$ cat src/rtl/dbg_halt_pkg.sv
package dbg_halt_pkg;
    localparam int NUM_EVT   = 5;
    localparam int CODE_W    = 4;
    localparam int STAT_W    = 32;
    localparam int HALT_BIT  = 0;
    localparam int METH_LO   = 2;
    localparam int METH_HI   = METH_LO + CODE_W - 1;
    localparam int EN_BIT    = 14;

    typedef enum logic [CODE_W-1:0] {
        METH_NONE  = 4'd0,
        METH_BKPT  = 4'd1,
        METH_WATCH = 4'd2,
        METH_SWBK  = 4'd3,
        METH_EXT   = 4'd4,
        METH_VEC   = 4'd5
    } meth_e;

    typedef struct packed {
        logic  halted;
        meth_e meth;
        logic  en;
        logic  flush;
    } ctl_t;
endpackage

$ cat src/rtl/dbg_evt_prio.sv
module dbg_evt_prio #(
    parameter int N      = 5,
    parameter int CODE_W = 4
) (
    input  logic [N-1:0]      evt,
    output logic              any,
    output logic [CODE_W-1:0] code
);
    logic [N:0]   seen;
    logic [N-1:0] sel;

    assign seen[0] = 1'b0;
    for (genvar g = 0; g < N; g++) begin : g_chain
        assign seen[g+1] = seen[g] | evt[g];
        assign sel[g]    = evt[g] & ~seen[g];
    end

    assign any = seen[N];

    always_comb begin
        code = '0;
        for (int i = 0; i < N; i++) begin
            if (sel[i]) code = code | CODE_W'(i + 1);
        end
    end
endmodule

$ cat src/rtl/dbg_pc_snap.sv
module dbg_pc_snap #(
    parameter int AW = 32
) (
    input  logic          clk,
    input  logic          rst_n,
    input  logic          capture,
    input  logic          compact,
    input  logic [AW-1:0] ret_addr,
    input  logic          wr_en,
    input  logic [AW-1:0] wr_data,
    output logic [AW-1:0] pc
);
    localparam logic [AW-1:0] OFS_WIDE   = AW'(8);
    localparam logic [AW-1:0] OFS_NARROW = AW'(4);

    logic [AW-1:0] pc_d, pc_q;

    always_comb begin
        pc_d = pc_q;
        if (capture)    pc_d = ret_addr + (compact ? OFS_NARROW : OFS_WIDE);
        else if (wr_en) pc_d = wr_data;
    end

    always_ff @(posedge clk or negedge rst_n) begin
        if (!rst_n) pc_q <= '0;
        else        pc_q <= pc_d;
    end

    assign pc = pc_q;

    assert_pc_hold_R8: assert property (@(posedge clk) disable iff (!rst_n)
        (!capture && !wr_en) |=> $stable(pc_q));
endmodule

$ cat src/rtl/dbg_halt_ctrl.sv
module dbg_halt_ctrl
    import dbg_halt_pkg::*;
#(
    parameter int AW = 32
) (
    input  logic               clk,
    input  logic               rst_n,
    input  logic [NUM_EVT-1:0] evt_req,
    input  logic               evt_halt_class,
    input  logic               isa_compact,
    input  logic [AW-1:0]      ret_addr,
    input  logic               restart_req,
    input  logic               cfg_wr_en,
    input  logic [STAT_W-1:0]  cfg_wr_data,
    input  logic               pc_wr_en,
    input  logic [AW-1:0]      pc_wr_data,
    output logic [STAT_W-1:0]  status,
    output logic               dbg_ack,
    output logic               pipe_flush,
    output logic               prefetch_hold,
    output logic               irq_mask,
    output logic [AW-1:0]      pc_rd
);
    ctl_t ctl_d, ctl_q;
    logic              evt_any;
    logic [CODE_W-1:0] evt_code;
    logic              take;
    logic              cfg_unused;

    assign cfg_unused = ^{cfg_wr_data[STAT_W-1:EN_BIT+1], cfg_wr_data[EN_BIT-1:0]};

    dbg_evt_prio #(.N(NUM_EVT), .CODE_W(CODE_W)) u_prio (
        .evt  (evt_req),
        .any  (evt_any),
        .code (evt_code)
    );

    assign take = !ctl_q.halted && evt_any && (ctl_q.en || evt_halt_class);

    always_comb begin
        ctl_d       = ctl_q;
        ctl_d.flush = 1'b0;
        if (cfg_wr_en) ctl_d.en = cfg_wr_data[EN_BIT];
        if (ctl_q.halted) begin
            if (restart_req) begin
                ctl_d.halted = 1'b0;
                ctl_d.meth   = METH_NONE;
            end
        end else if (take) begin
            ctl_d.halted = 1'b1;
            ctl_d.meth   = meth_e'(evt_code);
            ctl_d.flush  = 1'b1;
        end
    end

    always_ff @(posedge clk or negedge rst_n) begin
        if (!rst_n) ctl_q <= '{halted: 1'b0, meth: METH_NONE, en: 1'b0, flush: 1'b0};
        else        ctl_q <= ctl_d;
    end

    dbg_pc_snap #(.AW(AW)) u_pc (
        .clk      (clk),
        .rst_n    (rst_n),
        .capture  (take),
        .compact  (isa_compact),
        .ret_addr (ret_addr),
        .wr_en    (pc_wr_en && ctl_q.halted),
        .wr_data  (pc_wr_data),
        .pc       (pc_rd)
    );

    always_comb begin
        status                  = '0;
        status[HALT_BIT]        = ctl_q.halted;
        status[METH_HI:METH_LO] = ctl_q.meth;
        status[EN_BIT]          = ctl_q.en;
    end

    assign dbg_ack       = ctl_q.halted;
    assign prefetch_hold = ctl_q.halted;
    assign irq_mask      = ctl_q.halted;
    assign pipe_flush    = ctl_q.flush;

    assert_enabled_entry_R1: assert property (@(posedge clk) disable iff (!rst_n)
        (!status[HALT_BIT] && |evt_req && status[EN_BIT]) |=> status[HALT_BIT]);

    assert_halting_class_entry_R2: assert property (@(posedge clk) disable iff (!rst_n)
        (!status[HALT_BIT] && |evt_req && evt_halt_class) |=> dbg_ack);

    assert_method_held_R6: assert property (@(posedge clk) disable iff (!rst_n)
        (status[HALT_BIT] && !restart_req) |=> $stable(status[METH_HI:METH_LO]));

    assert_restart_clears_R9: assert property (@(posedge clk) disable iff (!rst_n)
        (status[HALT_BIT] && restart_req) |=> (!dbg_ack && status[METH_HI:METH_LO] == '0));

    assert_flush_single_R5: assert property (@(posedge clk) disable iff (!rst_n)
        pipe_flush |=> !pipe_flush);

    assert_ignored_event_R11: assert property (@(posedge clk) disable iff (!rst_n)
        (!status[HALT_BIT] && !status[EN_BIT] && !evt_halt_class) |=> !pipe_flush);
endmodule

$ cat config.mk
export PLATFORM = sky130hd
export DESIGN_NAME = dbg_halt_ctrl
export DESIGN_NICKNAME = d
export VERILOG_FILES = /design/src/rtl/dbg_halt_pkg.sv /design/src/rtl/dbg_evt_prio.sv /design/src/rtl/dbg_pc_snap.sv /design/src/rtl/dbg_halt_ctrl.sv
export SDC_FILE = /design/constraint.sdc
export NUM_CORES = 1
export LEC_CHECK = 0
export BUFFER_PORTS_ARGS = -buffer_cell sky130_fd_sc_hd__buf_2
export CAP_MARGIN = 25
export CORE_ASPECT_RATIO = 0.6
export CORE_MARGIN = 2
export CORE_UTILIZATION = 46
export CTS_CLUSTER_SIZE = 12
export DETAILED_ROUTE_END_ITERATION = 16
export GPL_ROUTABILITY_DRIVEN = 0
export PLACE_DENSITY = 0.9
export SKIP_LAST_GASP = 1
export SYNTH_ARGS = -nofsm -noshare
export SYNTH_HDL_FRONTEND = slang
export SYNTH_SLANG_ARGS = --single-unit
export TNS_END_PERCENT = 100
$ cat constraint.sdc
create_clock -name clk -period 3.4 [get_ports clk]
set_input_delay 0 -clock clk [delete_from_list [all_inputs] [get_ports clk]]
set_output_delay 0 -clock clk [all_outputs]
set_load 0.03 [all_outputs]
# Word-level counts from Yosys, hierarchy flattened
# Cells that the tools add are included.
# word_totals
input_bits,108
reg_bits,39
out_inout_bits,68
# classes
eq_ne,1
reduce_logical,8
bitwise,12
n_addsub,1
muxes,13
# op_table
operator,count
32-bit 2-to-1 mux,2
32-bit adder,1
5-bit 2-to-1 mux,3
3-bit 2-to-1 mux,2
1-bit bitwise AND,4
2-bit 2-to-1 mux,2
4-bit 2-to-1 mux,1
1-bit inverter,4
1-bit bitwise OR,4
2-bit nonzero test,2
1-bit logical AND,3
1-bit 2-to-1 mux,3
"2-bit != test, second input constant",1
2-bit AND reduction,1
1-bit logical NOT,1
1-bit logical OR,1

# Depth between registers and ports, before layout
# depth
ltp_word,8
ltp_mapped,7
mapped_depth_nobuf,6

# Cells and area by module
# From an unflattened synthesis, not the netlist that was laid out.
# unflattened
hier_cells,313
hier_area_um2,2761.4
# modules_own_cells
mod,instances,cells_each,seq_area_each_um2,area_per_inst_um2
dbg_pc_snap,1,246,800.8,2182.1
dbg_halt_ctrl,1,57,175.2,525.5
dbg_evt_prio,1,10,0.0,53.8

# Worst setup path before layout
# No wires, ideal clock.
# synth_timing
kind,register to register
start,register ctl_q (netlist bit dbg_ack)
end,"register u_pc.pc_q[29], in the netlist u_pc.pc[29]"
setup_time_ns,0.141
arrival_ns,1.604
stages_incl_launch_ff,7
period_less_slack_ns,1.745
setup_slack_ns,1.655
t_required_ns,3.259
path_cell_list,dfrtp_1 > o21ba_2 > o21ai_2 > inv_1 > buf_2 > buf_1 > a31oi_1
# synth_via
elab_chain_cells,4
elab_cells_between_ends,6
# synth_lines
element,line,source
"start, declared",dbg_halt_ctrl.sv:24,"ctl_t ctl_d, ctl_q;"
"start signal, assigned",dbg_halt_ctrl.sv:57,"if (!rst_n) ctl_q <= '{halted: 1'b0, meth: METH_NONE, en: 1'b0, flush: 1'b0};"
"start signal, assigned",dbg_halt_ctrl.sv:58,else ctl_q <= ctl_d;
1-bit logical NOT,dbg_halt_ctrl.sv:38,assign take = !ctl_q.halted && evt_any && (ctl_q.en || evt_halt_class);
1-bit logical AND (2 in series),dbg_halt_ctrl.sv:38,
32-bit 2-to-1 mux / 2-bit nonzero test (equally long branches),-,
"end signal, assigned",dbg_pc_snap.sv:26,else pc_q <= pc_d;
"end, declared",dbg_pc_snap.sv:16,"logic [AW-1:0] pc_d, pc_q;"
# Parallel ways exist; a longest one is shown, timed or not.
# A chain may end at the register's enable or synchronous reset.

# Worst setup path after layout
# layout_timing
start,register ctl_q (netlist bit dbg_ack)
end,"register u_pc.pc_q[1], in the netlist u_pc.pc[1]"
# The elaborated chain is that of the path after synthesis.

==> results.json <==
{
  "avgRoutedWirePerCell_um": 14.3,
  "ant_nets": 0,
  "cp.required_ns": 3.59,
  "fin_crit_ns": 1.96,
  "finalWirelength_um": 7500,
  "io_pins": 176,
  "synth_top_area_frac": 0.362,
  "critPathArrivalTime_ns": 2.15,
  "core_area_sq_um": 5540,
  "hpwlAfterDp_um": 5270,
  "postCtsHoldBufs": 18,
  "die-area_sq_um": 6350,
  "grt_pass1_vias": 2479,
  "h-tree-depth": 2,
  "dr.pass1.iters": 5,
  "worst_slew_pin_slew_ns": 0.870,
  "grt-ovfl-total": 0,
  "grtUsageMet2": 0.363,
  "crit_path_top_delay_cell": "dlygate4sd3_1",
  "cts_resized": 0,
  "grt_max_degree": 46,
  "fmax_ghz": 0.510,
  "rsz0062_at_grt": "false",
  "place_area_sq_um": 3140,
  "synthArstFlopShare": 1.00,
  "ys_types": 48,
  "fp-row-count": 21,
  "status": "completed",
  "clock_path_buffers": 2,
  "path_class": "flop to flop",
  "dr_total_vias": 2762,
  "leakagePower_nw": 1.73,
  "syn_area_per_cell_sq_um": 8.24,
  "antenna_found_initial": 0,
  "ys_seq_area_frac": 0.362,
  "setup-violations-final": 0,
  "critPathLaunch": "dbg_ack$_DFF_PN0_",
  "r2r_start": "dbg_ack$_DFF_PN0_",
  "grt_usage": 0.230,
  "setup_tns_ns": 0,
  "max_stage_delay_ns": 0.56,
  "final_max_slew_viol_count": 0,
  "worstPathMaxFanout": 30,
  "total_power_mw": 2.44,
  "finClkSkew_ns": 0.00713,
  "start_util": 0.474,
  "fp.dieW_um": 102,
  "final_nets": 555,
  "synth-edff-count": 0,
  "routed_via_density": 5.26,
  "hp-start": "ret_addr[16]",
  "cp-start-kind": "flop",
  "clock_sinks": 38,
  "synth_cells": 319,
  "drv_cap": 0,
  "cts_made_buffers": 5,
  "area_delta_synth_final_pct": 33.0,
  "grt-busiest-layer": "met2",
  "synth_area_leaders": "dfrtp_1 (36%), nand2_1 (9.1%), buf_4 (8.6%), and3_1 (6.2%), nand3_1 (3.6%)",
  "cts_tree": "done",
  "yosys_register_bits": 38,
  "p_per_area_nw_per_um2": 698,
  "place_inst": 497,
  "fin_cells": 525,
  "hold_class": "primary input to flop",
  "synth_largest_area_cell": "dfrtp_1",
  "antenna_cells": 0,
  "root_buffer": "clkbuf_8",
  "crit_path_end_kind": "flop",
  "crit_chain": "o21ba_2, o21ai_4, inv_1, buf_16, a22oi_1, dlygate4sd3_1, nand2_1",
  "syn-cell-area_sq_um": 2630,
  "io_buffers": 117,
  "slew-limit-headroom": 0.420,
  "drive_gt1_frac": 0.319,
  "use_met3": 0.0526,
  "period_share": 0.577,
  "post-cts-setup-buffer-count": 0,
  "die_height_um": 62.5,
  "clkLatencyLatePin_ns": 0.30,
  "drtIter0Drc": 150,
  "final_cell_area_sq_um": 3490,
  "synth.yosys.warnings": 0,
  "drc": 0,
  "clk_pin_slew_ns": 0.09,
  "grt_pass1_wl_um": 11600,
  "vdd_drop_max_v": 0.000409,
  "synth_flop_cell": "dfrtp_1",
  "use_met1": 0.319,
  "fin_ws_ns": 1.44,
  "final-hold-violation-count": 0,
  "dp_slack_ns": 1.27
}
cell families (layout without fill, tap and decap cells):
group / after synthesis / in the layout / share of synthesized area
AOI/OAI and AO/OA: 53 / 53 / 0.139
xor gates and xnor gates: 11 / 11 / 0.0367
adders and majority gates: 3 / 3 / 0.0171
buffers and inverters: 54 / 154 / 0.124
DFF: 38 / 38 / 0.362
muxes: 4 / 4 / 0.0157
other: 1 / 27 / 0.00143
and+or+nand+nor: 155 / 155 / 0.304
state kept, by name, summed over array words and instances (netlist names):
name	count
pipe_flush	1
status	4
dbg_ack	1
u_pc.pc	32
synthesized netlist by cell type (2+ instances only):
library cell / count
nand3_1: 19
dfrtp_1: 38
and2_1: 2
clkbuf_1: 11
or3_1: 3
o31ai_1: 4
xnor2_1: 2
a211o_1: 3
xor2_1: 9
o21ai_0: 7
and4_1: 5
buf_2: 3
or4_1: 6
a22oi_1: 4
nor2_1: 7
buf_1: 3
ha_1: 2
and3_1: 26
or2_2: 2
o211ai_1: 2
a211oi_1: 2
a22o_1: 2
a21oi_1: 9
inv_1: 6
a31oi_1: 12
nand4_1: 13
buf_4: 30
or3_2: 2
mux2i_1: 3
nand2_1: 64
per-stage QoR:
step,util,hold slack [ns]
global route,0.630,0.0109
CTS,0.620,0.00313
global placement,0.564,0.155
floorplan,-,-0.296
finish,0.630,0.00878
detailed placement,0.567,0.172
area by class of cell:
class | instances | area (sq um)
Fill cell | 488 | 2050
Clock inverter | 3 | 45.0
Tap cell | 80 | 100
Inverter | 6 | 22.5
Clock buffer | 5 | 68.8
Sequential cell | 38 | 951
Multi-Input combinational cell | 253 | 1460
Timing Repair Buffer | 140 | 851
path summary, 6_finish.rpt:
check	end	cells after the start	slack, ns
setup / recovery	u_pc.pc[1]$_DFFE_PN0P_	7	1.44
hold / removal	u_pc.pc[16]$_DFFE_PN0P_	3	0.009
setup reg to reg	u_pc.pc[1]$_DFFE_PN0P_	7	1.44
hold reg to reg	u_pc.pc[0]$_DFFE_PN0P_	2	0.50
max in group asynchronous	u_pc.pc[27]$_DFFE_PN0P_	2	2.49
min in group asynchronous	pipe_flush$_DFF_PN0_	2	0.35
placed cells by master (no fill, tap or decap), types with 3 or more instances in the layout:
cell and count:
nor2_1 7, dfrtp_1 38, clkbuf_8 5, dlygate4sd3_1 18, a31oi_1 12, o21ai_0 7
a22oi_1 4, or3_1 3, conb_1 27, nand4_1 13, nand2_1 64, or4_1 6
inv_1 6, nand3_1 19, mux2i_1 3, a21oi_1 9, buf_2 117, and4_1 5
and3_1 26, xor2_1 9, o31ai_1 4, a211o_1 3
layer usage:
layer / vias to the layer above / routed length (um)
li1: 1330 / -
met1: 1257 / 3380
met2: 159 / 3290
met3: 16 / 746
met4: 0 / 78
met5: - / 0
report_power, final:
group          internal (mW)  switching (mW)
Sequential             0.641           0.110
Clock                  0.218           0.178
Combinational          0.433           0.859
Total                   1.29            1.15
critical path, delay by kind of cell, from the launching register on:
kind            cells  cell delay [ns]
buf+inv             3             0.84
compound gates      3             0.47
flops               1             0.49
simple gates        1             0.05
Note: power is estimated with default switching activity, not from simulation.
